[src/rtl/wdog_pkg.sv]
package wdog_pkg;
  // byte offsets of the word registers
  localparam int unsigned OFF_COUNT  = 32'h00;
  localparam int unsigned OFF_RELOAD = 32'h04;
  localparam int unsigned OFF_KICK   = 32'h08;
  localparam int unsigned OFF_CTRL   = 32'h0C;
  localparam int unsigned OFF_WIDTH  = 32'h18;
  localparam int unsigned OFF_MASK   = 32'h1C;

  localparam logic [15:0] KICK_KEY   = 16'h4755;
  localparam int unsigned CTRL_BITS  = 6;

  localparam logic [31:0] RST_COUNT_VAL = 32'h03EF1480;
  localparam logic [31:0] RST_WIDTH_VAL = 32'h0000_00FF;

  // control word, bit 0 at the bottom
  typedef struct packed {
    logic full_chip;
    logic slow_tick;
    logic ext_sig;
    logic irq_en;
    logic sys_rst;
    logic en;
  } ctrl_t;
endpackage

[src/rtl/wdog_regs.sv]
module wdog_regs
  import wdog_pkg::*;
#(
  parameter int unsigned ADDR_W = 8,
  parameter int unsigned DATA_W = 32
) (
  input  logic              clk,
  input  logic              rst,
  input  logic [ADDR_W-1:0] bus_addr,
  input  logic              bus_we,
  input  logic [DATA_W-1:0] bus_wdata,
  output logic [DATA_W-1:0] bus_rdata,
  input  logic [DATA_W-1:0] cnt_val,
  input  logic              expire,
  input  logic              mem_rst,
  output ctrl_t             ctrl,
  output logic [DATA_W-1:0] reload,
  output logic              kick,
  output logic              en_rise
);
  localparam logic [ADDR_W-1:0] A_COUNT  = ADDR_W'(OFF_COUNT);
  localparam logic [ADDR_W-1:0] A_RELOAD = ADDR_W'(OFF_RELOAD);
  localparam logic [ADDR_W-1:0] A_KICK   = ADDR_W'(OFF_KICK);
  localparam logic [ADDR_W-1:0] A_CTRL   = ADDR_W'(OFF_CTRL);
  localparam logic [ADDR_W-1:0] A_WIDTH  = ADDR_W'(OFF_WIDTH);
  localparam logic [ADDR_W-1:0] A_MASK   = ADDR_W'(OFF_MASK);
  localparam int unsigned       PAD_W    = DATA_W - CTRL_BITS;

  logic [ADDR_W-1:0] wa;
  logic [DATA_W-1:0] width_q, mask_q, rd_mux;
  logic              wr_ctrl;

  assign wa      = {bus_addr[ADDR_W-1:2], 2'b00};
  assign wr_ctrl = bus_we && (wa == A_CTRL);
  assign kick    = bus_we && (wa == A_KICK) && (bus_wdata[15:0] == KICK_KEY);
  assign en_rise = wr_ctrl && bus_wdata[0] && !ctrl.en;

  always_ff @(posedge clk) begin
    if (rst) begin
      ctrl    <= '0;
      reload  <= DATA_W'(RST_COUNT_VAL);
      width_q <= DATA_W'(RST_WIDTH_VAL);
      mask_q  <= '0;
    end else begin
      if (expire && mem_rst)
        ctrl <= '0;
      else if (wr_ctrl)
        ctrl <= ctrl_t'(bus_wdata[CTRL_BITS-1:0]);
      if (bus_we && wa == A_RELOAD) reload  <= bus_wdata;
      if (bus_we && wa == A_WIDTH)  width_q <= bus_wdata;
      if (bus_we && wa == A_MASK)   mask_q  <= bus_wdata;
    end
  end

  always_comb begin
    case (wa)
      A_COUNT:  rd_mux = cnt_val;
      A_RELOAD: rd_mux = reload;
      A_CTRL:   rd_mux = {{PAD_W{1'b0}}, ctrl};
      A_WIDTH:  rd_mux = width_q;
      A_MASK:   rd_mux = mask_q;
      default:  rd_mux = '0;
    endcase
  end

  always_ff @(posedge clk) begin
    if (rst) bus_rdata <= '0;
    else     bus_rdata <= rd_mux;
  end

  AST_MEMRST_CLEARS_CTRL: assert property (@(posedge clk) disable iff (rst)
    (expire && mem_rst) |=> (ctrl == '0));
  AST_KICK_READS_ZERO: assert property (@(posedge clk) disable iff (rst)
    (wa == A_KICK) |=> (bus_rdata == '0));
endmodule

[src/rtl/wdog_counter.sv]
module wdog_counter #(
  parameter int unsigned DATA_W  = 32,
  parameter logic [DATA_W-1:0] RST_VAL = '1
) (
  input  logic              clk,
  input  logic              rst,
  input  logic              ctrl_en,
  input  logic              slow_sel,
  input  logic              tick_1mhz,
  input  logic              mem_rst,
  input  logic              load,
  input  logic [DATA_W-1:0] reload,
  output logic [DATA_W-1:0] count,
  output logic              expire,
  output logic              rst_req
);
  logic armed, tick, step;

  assign tick   = slow_sel ? tick_1mhz : 1'b1;
  assign step   = !load && ctrl_en && armed && tick && (count != '0);
  assign expire = step && (count == DATA_W'(1));

  always_ff @(posedge clk) begin
    if (rst) begin
      count   <= RST_VAL;
      armed   <= 1'b0;
      rst_req <= 1'b0;
    end else begin
      rst_req <= 1'b0;
      if (load) begin
        count <= reload;
        armed <= 1'b1;
      end else if (step) begin
        count <= count - DATA_W'(1);
        if (expire) begin
          armed   <= 1'b0;
          rst_req <= !mem_rst;
        end
      end
    end
  end

  AST_REQ_ONE_CYCLE: assert property (@(posedge clk) disable iff (rst)
    rst_req |=> !rst_req);
  AST_REQ_AT_ZERO: assert property (@(posedge clk) disable iff (rst)
    rst_req |-> (count == '0));
  AST_LOAD_TAKES_RELOAD: assert property (@(posedge clk) disable iff (rst)
    load |=> (count == $past(reload)));
  AST_ZERO_HOLDS: assert property (@(posedge clk) disable iff (rst)
    ((count == '0) && !load) |=> (count == '0));
  AST_STEP_BY_ONE: assert property (@(posedge clk) disable iff (rst)
    (!load && count != '0) |=> (count == $past(count) || count == $past(count) - DATA_W'(1)));
  AST_MEMRST_NO_REQ: assert property (@(posedge clk) disable iff (rst)
    (expire && mem_rst) |=> !rst_req);
endmodule

[src/rtl/wdog_timer.sv]
module wdog_timer
  import wdog_pkg::*;
#(
  parameter int unsigned ADDR_W = 8,
  parameter int unsigned DATA_W = 32
) (
  input  logic              clk,
  input  logic              rst,
  input  logic [ADDR_W-1:0] bus_addr,
  input  logic              bus_we,
  input  logic [DATA_W-1:0] bus_wdata,
  output logic [DATA_W-1:0] bus_rdata,
  input  logic              tick_1mhz,
  input  logic              mem_ctl_in_reset,
  output logic              rst_req
);
  ctrl_t             ctrl;
  logic [DATA_W-1:0] reload, count;
  logic              kick, en_rise, expire;

  wdog_regs #(.ADDR_W(ADDR_W), .DATA_W(DATA_W)) u_regs (
    .clk       (clk),
    .rst       (rst),
    .bus_addr  (bus_addr),
    .bus_we    (bus_we),
    .bus_wdata (bus_wdata),
    .bus_rdata (bus_rdata),
    .cnt_val   (count),
    .expire    (expire),
    .mem_rst   (mem_ctl_in_reset),
    .ctrl      (ctrl),
    .reload    (reload),
    .kick      (kick),
    .en_rise   (en_rise)
  );

  wdog_counter #(.DATA_W(DATA_W), .RST_VAL(DATA_W'(RST_COUNT_VAL))) u_cnt (
    .clk       (clk),
    .rst       (rst),
    .ctrl_en   (ctrl.en),
    .slow_sel  (ctrl.slow_tick),
    .tick_1mhz (tick_1mhz),
    .mem_rst   (mem_ctl_in_reset),
    .load      (kick || en_rise),
    .reload    (reload),
    .count     (count),
    .expire    (expire),
    .rst_req   (rst_req)
  );
endmodule

[config.mk]
export PLATFORM = sky130hd
export DESIGN_NAME = wdog_timer
export DESIGN_NICKNAME = d
export VERILOG_FILES = /design/src/rtl/wdog_pkg.sv /design/src/rtl/wdog_regs.sv /design/src/rtl/wdog_counter.sv /design/src/rtl/wdog_timer.sv
export SDC_FILE = /design/constraint.sdc
export NUM_CORES = 1
export LEC_CHECK = 0
export CAP_MARGIN = 10
export CORE_AREA = 2 2 131 133
export DETAILED_ROUTE_END_ITERATION = 8
export DIE_AREA = 0 0 133 135
export MAX_ROUTING_LAYER = met4
export PLACE_DENSITY_LB_ADDON = 0.25
export RECOVER_POWER = 50
export SKIP_CTS_REPAIR_TIMING = 1
export SYNTH_ARGS = -nofsm -noshare
export SYNTH_HDL_FRONTEND = slang
export SYNTH_SLANG_ARGS = --single-unit
[constraint.sdc]
create_clock -name clk -period 2.6 [get_ports clk]
set_input_delay 0.39 -clock clk [delete_from_list [all_inputs] [get_ports clk]]
set_output_delay 0.39 -clock clk [all_outputs]
set_load 0.005 [all_outputs]
-- After elaboration in Yosys (flattened, before gate mapping)
Cells that the tools add are included.
- add/subtract/negate cells: 1
- multipliers: 0
- div/mod/pow operators: 0
- $lt $le $gt $ge: 0
- equality and inequality tests: 7
- shifts and indexed selects: 0
- multiplexer cells: 7
- bitwise logic cells: 2
- reduce and logical (&&, ||, !) cells: 25
- operator list (cell ; number):
    32-bit one-hot mux with 5 select lines ; 1
    32-bit two-way mux ; 2
    32-bit by 1-bit equality test with 1-bit output, second input constant ; 1
    32-bit nonzero test ; 1
    32-bit by 1-bit subtractor with 32-bit output, second input constant ; 1
    16-bit by 15-bit equality test with 1-bit output, second input constant ; 1
    1-bit logical AND ; 14
    6-bit by 2-bit equality test with 1-bit output, second input constant ; 2
    6-bit by 3-bit equality test with 1-bit output, second input constant ; 2
    8-bit logical NOT ; 1
    6-bit by 1-bit equality test with 1-bit output, second input constant ; 1
    1-bit two-way mux ; 4
    2-bit nonzero test ; 2
    4-bit OR reduction ; 1
    1-bit logical NOT ; 3
    1-bit NOT ; 2
    2-bit AND reduction ; 1
    2-bit OR reduction ; 1
    1-bit logical OR ; 1
- register bits: 168
- latch bits: 0
- RAM bits: 0
- memory bits (read-only): 0
- input port bits: 45
- word-level logic and storage cells: 55
- memories: 0

-- Depth between registers and ports, before layout
Gate-level depths: netlist (run 1).
- word-level depth: 14
- depth in mapped cells: 10
- mapped depth without buffers: 8

-- Cells and area by module
Synthesis (run 1) repeated with hierarchy kept, for this count alone.
- cell total of the unflattened synthesis: 841
- area total of the unflattened synthesis: 8082.8 µm²
- modules (own cells, without submodules) (module ; instances ; cells each ; area each (µm²) ; sequential area each (µm²)):
    wdog_regs ; 1 ; 578 ; 5919.4 ; 2682.6
    wdog_counter ; 1 ; 262 ; 2157.1 ; 680.7
    wdog_timer ; 1 ; 1 ; 6.3 ; 0.0

-- Worst setup path after synthesis (run 1)
OpenSTA, ideal clock, no wires.
- path type: flip-flop to flip-flop
- from: reg u_cnt.count[18]
- to: reg u_cnt.count[29]
- setup time: 0.060 ns
- arrival time: 2.707 ns
- required time: 2.540 ns
- slack: -0.167 ns
- stages on the path, launching flop included: 8
- path buffers: 1
- clock period less this slack: 2.767 ns
- cells stage by stage: dfxtp_1 > or4_4 > or3_4 > or4_4 > buf_6 > a2111oi_4 > o21bai_1 > a221o_1
- longest elaborated chain between the ends: 3
- elaborated cells on any way between the ends: 6
- classes of those cells: add/sub (1); mux (2); reduce/logical (3)
- RTL lines (element ; RTL line ; RTL):
    start, declared ; wdog_counter.sv:13 ; output logic [DATA_W-1:0] count,
    start signal, assigned ; wdog_counter.sv:31 ; count <= reload;
    start signal, assigned ; wdog_counter.sv:34 ; count <= count - DATA_W'(1);
    32-bit by 1-bit subtractor with 32-bit output / 32-bit nonzero test (equally long branches) ; wdog_counter.sv:34, wdog_counter.sv:20 ;
    32-bit two-way mux / 1-bit logical AND (equally long branches) ; wdog_counter.sv:33, wdog_counter.sv:20 ;
    32-bit two-way mux / 2-bit nonzero test (equally long branches) ; - ;
Several ways; a longest one is shown, not always the timed one. The select of a mux whose other input is x is not followed.
A chain may end at the register's enable or synchronous reset.

-- Final worst setup path (run 1)
- from: reg u_cnt.count[21]
- to: reg u_cnt.count[24]
The elaborated chain is that of the path after synthesis.

==> results.toml, run 1 <==
[routing]
viasPerCell = 5.709
first_iter_violations = 866
vias = 7393
drcViolationCount = 0
post_drt_wl_per_cell_um = 17.97
ant_nets = 0
dr.pass1.iters = 7
routed_wl_um = 23270

[grt]
grt_pass1_wl_um = 37090
grt_start_max_net_pins = 47
track_usage_pct = 26.88
antenna_found_initial = 0
grt_pass1_vias = 7007
grt-ovfl-total = 0

[clock_tree]
clock-sinks = 168
cts_tree = "yes"
clk_pin_slew_worst_paths_ns = 0.06
cts_htree_levels = 4
cts_root_buf = "clkbuf_16"
cts_buffers = 17
clkLatencyLatePin_ns = 0.43
cts_buffer_depth = 2

[yosys]
ys_top_cells_by_area = "dfxtp_1, nand2_1, a21oi_1"
synthDistinctLibCells = 62
ys_ff_latch = 168
synth_area_sq_mm = 0.007336
synth_ff_type = "dfxtp_1"
yosysTopAreaCell = "dfxtp_1"
async_flop_share_pct = 0
syn_inst = 907
yosysWarnings = 0
syn_avg_cell_area_sq_um = 8.088
syn_nets = 955
yosysTopAreaCellShare_pct = 45.85
synth_edf_count = 0
seq_area_frac_synth_pct = 45.85

[cells_and_area]
syn_to_final_growth_pct = 34.15
finalCoreUtilization_pct = 59.98
stdcell_area_sq_mm = 0.009841
nets = 1110
diodes = 0
drive_gt1_share_pct = 19.53

[setup_path]
reg2reg_from = "u_cnt.count[21]"
cp-end-kind = "flip-flop"
cpLargestDelayFamily = "simple AND/OR/NAND/NOR gates"
worst-setup-path-type = "flip-flop to flip-flop"
crit_required_ns = 2.92
cp_slowest_cell = "or4_4"
path_common_cell = "or4_4"
worstPathArrival_ns = 3.00
r2r_slack_ns = -0.07
crit_chain = "or4_4 -> or3_4 -> or4_4 -> buf_4 -> nand3_2 -> buf_12 -> o22ai_1 -> a211o_1"
cp_max_fo = 11
cp-startpoint = "u_cnt.count[21]"
worst_path_largest_cell_delay_ns = 0.55
critical_path.startpoint_type = "flip-flop"
crit_buf_inv = 2

[run_status]
violations = "negative setup slack"
status = "finished, violations left"

[sta]
max_freq_mhz = 374.1
drv_slew = 0
finalSetupViolCount = 15
period_needed_ns = 2.673
fin_ws_ns = -0.07330
rsz0062_at_grt = "true"
fin_tns_setup_ns = -0.5960
tightest_slew_ns = 0.8192
hold_viol = 0
timing.final.crit_share_pct = 102.8
holdWs_ns = 0.3747
slew_headroom_pct = 45.39
finClkSkew_ns = 0.005529

[floorplanning]
dieArea_sq_mm = 0.01796
ios = 78
die_w_um = 133
start_util_pct = 44.71
rows = 47
die_y_um = 135
core_area_sq_mm = 0.01641

[power]
p_leak_nw = 3.659
vdd_drop_max_mv = 0.4235
p_per_area_mw_per_mm2 = 536.2

[placement]
io_buffers = 75
place_congestion = 0.9469
hpwl_um = 15750
placed_area_sq_mm = 0.009102

[min_path]
hp-class = "input pin to flip-flop"
worstHoldStart = "rst"

[run]
cap_violations = 0
==> synthesized netlist by cell type (all sizes together), types with 5 or more instances <==
master	count
a211oi	6
a21oi	97
a222oi	32
a22o	31
and3	5
clkbuf	64
dfxtp	168
inv	15
mux2i	5
nand2	216
nand3	33
nor2	69
nor3	17
nor4	18
nor4b	5
o21ai	16
o22ai	7
or2	6
or3	9
or4	10
xnor2	7
==> cell families (layout without fill, tap and decap cells) <==
logic type,count (synthesis),count (layout),synth area share [%]
AOI/OAI and AO/OA,227,227,21.61
xor gates and xnor gates,9,9,1.075
adders and majority gates,3,3,0.5117
buffers and inverters,82,250,4.332
DFF,168,168,45.85
muxes,7,7,0.9893
and+or+nand+nor,411,411,25.64
==> worst reg2reg max path, delay by kind of cell, from the launching register on <==
kind | cells | cell delay [ns]
and+or+nand+nor | 4 | 1.56
AOI/OAI and AO/OA | 2 | 0.37
buffers and inverters | 2 | 0.32
DFF | 1 | 0.32
==> per-stage QoR <==
step / power [mW] / cells / setup slack [ns]
3_3_place_gp: 2.909 / 1257 / -0.2867
5_1_grt: 5.441 / 1295 / -0.1418
2_1_floorplan: 2.739 / 907 / -0.03192
3_5_place_dp: 2.910 / 1257 / -0.3147
4_1_cts: 5.311 / 1289 / -0.1975
6_report: 5.277 / 1295 / -0.07330
==> sequential cells by signal, indices dropped and copies added, names as in the netlist <==
signal / flops
u_cnt.armed: 1
u_cnt.count: 32
u_cnt.rst_req: 1
u_regs.bus_rdata: 32
u_regs.ctrl: 6
u_regs.mask_q: 32
u_regs.reload: 32
u_regs.width_q: 32
==> placed cells by master, fill, tap and decap left out, types with 9 or more instances in the layout <==
cell	n
clkbuf_16	17
nor4_1	11
inv_1	15
o21ai_0	9
nor2_1	66
dlygate4sd3_1	34
nand3_1	32
nor3_1	15
dfxtp_1	166
nand2_1	214
clkdlybuf4s50_1	39
a222oi_1	32
a22o_1	31
buf_4	117
a21oi_1	92
==> metal layers <==
metal / GRT usage [%] / routed length, um / up-vias
met5: - / 0 / -
met3: 3.754 / 1550 / 31
met4: 9.558 / 343 / 0
met1: 35.39 / 10300 / 3503
li1: - / - / 3573
met2: 42.54 / 11080 / 286
==> report_power, final <==
part	switching, mW	leakage (nW)	internal [mW]
Clock	1.05	0.277	1.37
Combinational	0.151	2.03	0.121
Sequential	0.00596	1.35	2.58
==> area by class of cell <==
type | instances | area, sq um
multi-input combinational | 657 | 3827
clock inverter | 11 | 97.59
sequential | 168 | 3366
fill | 1456 | 6566
clock buffer | 21 | 460.4
timing repair buffer | 203 | 1758
inverter | 15 | 56.30
tap | 220 | 275.3
==> worst paths after layout <==
path | to | cells past startpoint
max reg2reg | u_cnt.count[24] | 8
min reg2reg | u_regs.mask_q[16] | 2
max | u_cnt.count[24] | 8
min | u_cnt.count[4] | 2
(Power assumes the default switching activity.)
==> inputs of run 2 (changes only) <==
--- a/config.mk
+++ b/config.mk
@@ -7,6 +7,7 @@
 export LEC_CHECK = 0
 export CAP_MARGIN = 10
 export CORE_AREA = 2 2 131 133
+export CTS_CLUSTER_SIZE = 20
 export DETAILED_ROUTE_END_ITERATION = 8
 export DIE_AREA = 0 0 133 135
 export MAX_ROUTING_LAYER = met4
==> results of run 2 <==
Final layout, timing and power as in run 1 (identical DEF).
==> inputs of run 3 (changes only) <==
--- a/config.mk
+++ b/config.mk
@@ -10,10 +10,12 @@
 export CTS_CLUSTER_SIZE = 20
 export DETAILED_ROUTE_END_ITERATION = 8
 export DIE_AREA = 0 0 133 135
+export DONT_BUFFER_PORTS = 1
 export MAX_ROUTING_LAYER = met4
 export PLACE_DENSITY_LB_ADDON = 0.25
 export RECOVER_POWER = 50
 export SKIP_CTS_REPAIR_TIMING = 1
+export SLEW_MARGIN = 20
 export SYNTH_ARGS = -nofsm -noshare
 export SYNTH_HDL_FRONTEND = slang
 export SYNTH_SLANG_ARGS = --single-unit
==> results.toml, run 3 (same netlist as run 1, synthesis figures left out) <==
[run_status]
status = "finished, violations left"
violations = "negative setup slack"

[power]
pwr-share-comb_pct = 1.8
p_switching_mw = 1.073
p_per_area_mw_per_mm2 = 607.1
power.internal_mw = 4.289
p_leak_nw = 3.050
swShare_pct = 20.02
p_clk_share_pct = 49.9
pwr-share-seq_pct = 48.3
vdd_drop_max_mv = 0.4910

[routing]
first_iter_violations = 769
dr.pass1.iters = 7
post_drt_wl_per_cell_um = 19.01
vias = 6965
drcViolationCount = 0
viasPerCell = 5.918
routed_wl_um = 22370
ant_nets = 0

[grt]
grt_pass1_wl_um = 35930
grt_pass1_vias = 6608
grt-ovfl-total = 0
track_usage_pct = 26.16
antenna_found_initial = 0
grt_start_max_net_pins = 107

[min_path]
holdPathStages = 1
holdPathEnd = "u_regs.width_q[23]"
worstHoldStart = "rst"
hp-class = "input pin to flip-flop"

[setup_path]
cp-end-kind = "flip-flop"
worst-setup-path-type = "flip-flop to flip-flop"
critical_path.startpoint_type = "flip-flop"
r2r_end = "u_cnt.rst_req"
worstPathArrival_ns = 3.04
cp_max_fo = 3
reg2reg_from = "u_cnt.count[21]"
r2r_slack_ns = -0.08
crit_required_ns = 2.96
r2r_cells = 6

[cells_and_area]
drive_gt1_share_pct = 17.55
layout_common_cells = "nand2_1, dfxtp_1, a21oi_1, buf_4, nor2_1"
mostFrequentLayoutCell = "nand2_1"
syn_to_final_growth_pct = 20.40
diodes = 0
nets = 994
final_cells = 1177
fillCellCount = 1558

[sta]
slew_headroom_pct = 33.73
timing.final.crit_share_pct = 103.0
tightest_slew_ns = 0.9941
finClkSkew_ns = 0.007071
fin_ws_ns = -0.07797
fin_tns_setup_ns = -0.3946
period_needed_ns = 2.678
drv_slew = 0
rsz0062_at_grt = "true"
finalSetupViolCount = 14
hold_viol = 0
max_freq_mhz = 373.4

[clock_tree]
cts_buffer_depth = 2
clock-sinks = 168
cts_tree = "yes"
cts_buffers = 17
cts_root_buf = "clkbuf_16"
cts_htree_levels = 4
clkLatencyLatePin_ns = 0.43
clk_pin_slew_worst_paths_ns = 0.06

[floorplanning]
rows = 47
die_w_um = 133
ios = 78
dieArea_sq_mm = 0.01796
die_y_um = 135
start_util_pct = 44.71
core_area_sq_mm = 0.01641

[run]
cap_violations = 0

[placement]
numPlacedInstances = 1138
place_congestion = 0.8852
hpwl_um = 14640
io_buffers = 0
[run 3: cell count changes in the layout (fill, tap and decap cells not counted), sizes merged]
cell | before | now
buf | 126 | 78
clkdlybuf4s50 | 39 | 0
dlygate4sd3 | 34 | 0
clkbuf | 25 | 30
bufinv | 1 | 4
clkinv | 7 | 4
inv | 17 | 15
[run 3: critical path, stage by stage, from the launching register on]
cell and delay (ns):
dfxtp_2 0.32, or4_4 0.56, buf_4 0.16, or4b_2 0.68
nand4b_1 0.25, or4_1 0.52, nor2_2 0.12
[run 3: how the worst max path moves through the flow]
stage | slack [ns] | start | endpoint | cells past startpoint
floorplan | -0.03 | u_cnt.count[21] | u_cnt.count[29] | 7
global placement | -0.04 | u_cnt.count[21] | u_cnt.count[7] | 7
detailed placement | -0.07 | u_cnt.count[21] | u_cnt.count[7] | 7
CTS | -0.10 | u_cnt.count[21] | u_cnt.count[7] | 7
global route | -0.15 | u_cnt.count[21] | u_cnt.count[5] | 7
finish | -0.08 | u_cnt.count[21] | u_cnt.rst_req | 6
[run 3: power groups by stage]
| stage | registers (mW) | clock network [mW] | logic, mW |
|---|---|---|---|
| final | 2.59 | 2.68 | 0.0964 |
| after global routing | 2.59 | 2.82 | 0.106 |
| after CTS | 2.59 | 2.72 | 0.0941 |
| after detailed placement | 2.65 | 0 | 0.0928 |
| after global placement | 2.65 | 0 | 0.0923 |
| after floorplan | 2.64 | 0 | 0.0946 |
[run 3: routing by layer]
layer / routed length (um) / GRT usage [%] / vias to the layer above
met5: 0 / - / -
met4: 401 / 9.677 / 0
met3: 1681 / 5.480 / 32
met2: 10480 / 40.62 / 253
met1: 9809 / 33.78 / 3343
li1: - / - / 3337
[run 3: layout make-up]
| type | count | area, sq um | area share (%) |
|---|---|---|---|
| Clock buffer | 21 | 470.5 | 5.327 |
| Timing Repair Buffer | 87 | 663.1 | 7.508 |
| Multi-Input combinational cell | 657 | 3854 | 43.63 |
| Tap cell | 220 | 275.3 | 3.117 |
| Inverter | 15 | 56.30 | 0.6375 |
| Clock inverter | 9 | 147.6 | 1.672 |
| Sequential cell | 168 | 3366 | 38.11 |
[run 3: through the flow]
step	setup slack [ns]	power [mW]	cell area, sq um	utilization, %	hold slack (ns)
floorplan	-0.03192	2.739	7361	-	0.4360
global placement	-0.04118	2.738	8004	48.78	0.4366
detailed placement	-0.06984	2.739	8004	48.78	0.4404
CTS	-0.1015	5.407	8622	52.55	0.01639
global route	-0.1518	5.518	8832	53.83	0.01300
finish	-0.07797	5.362	8832	53.83	0.04085
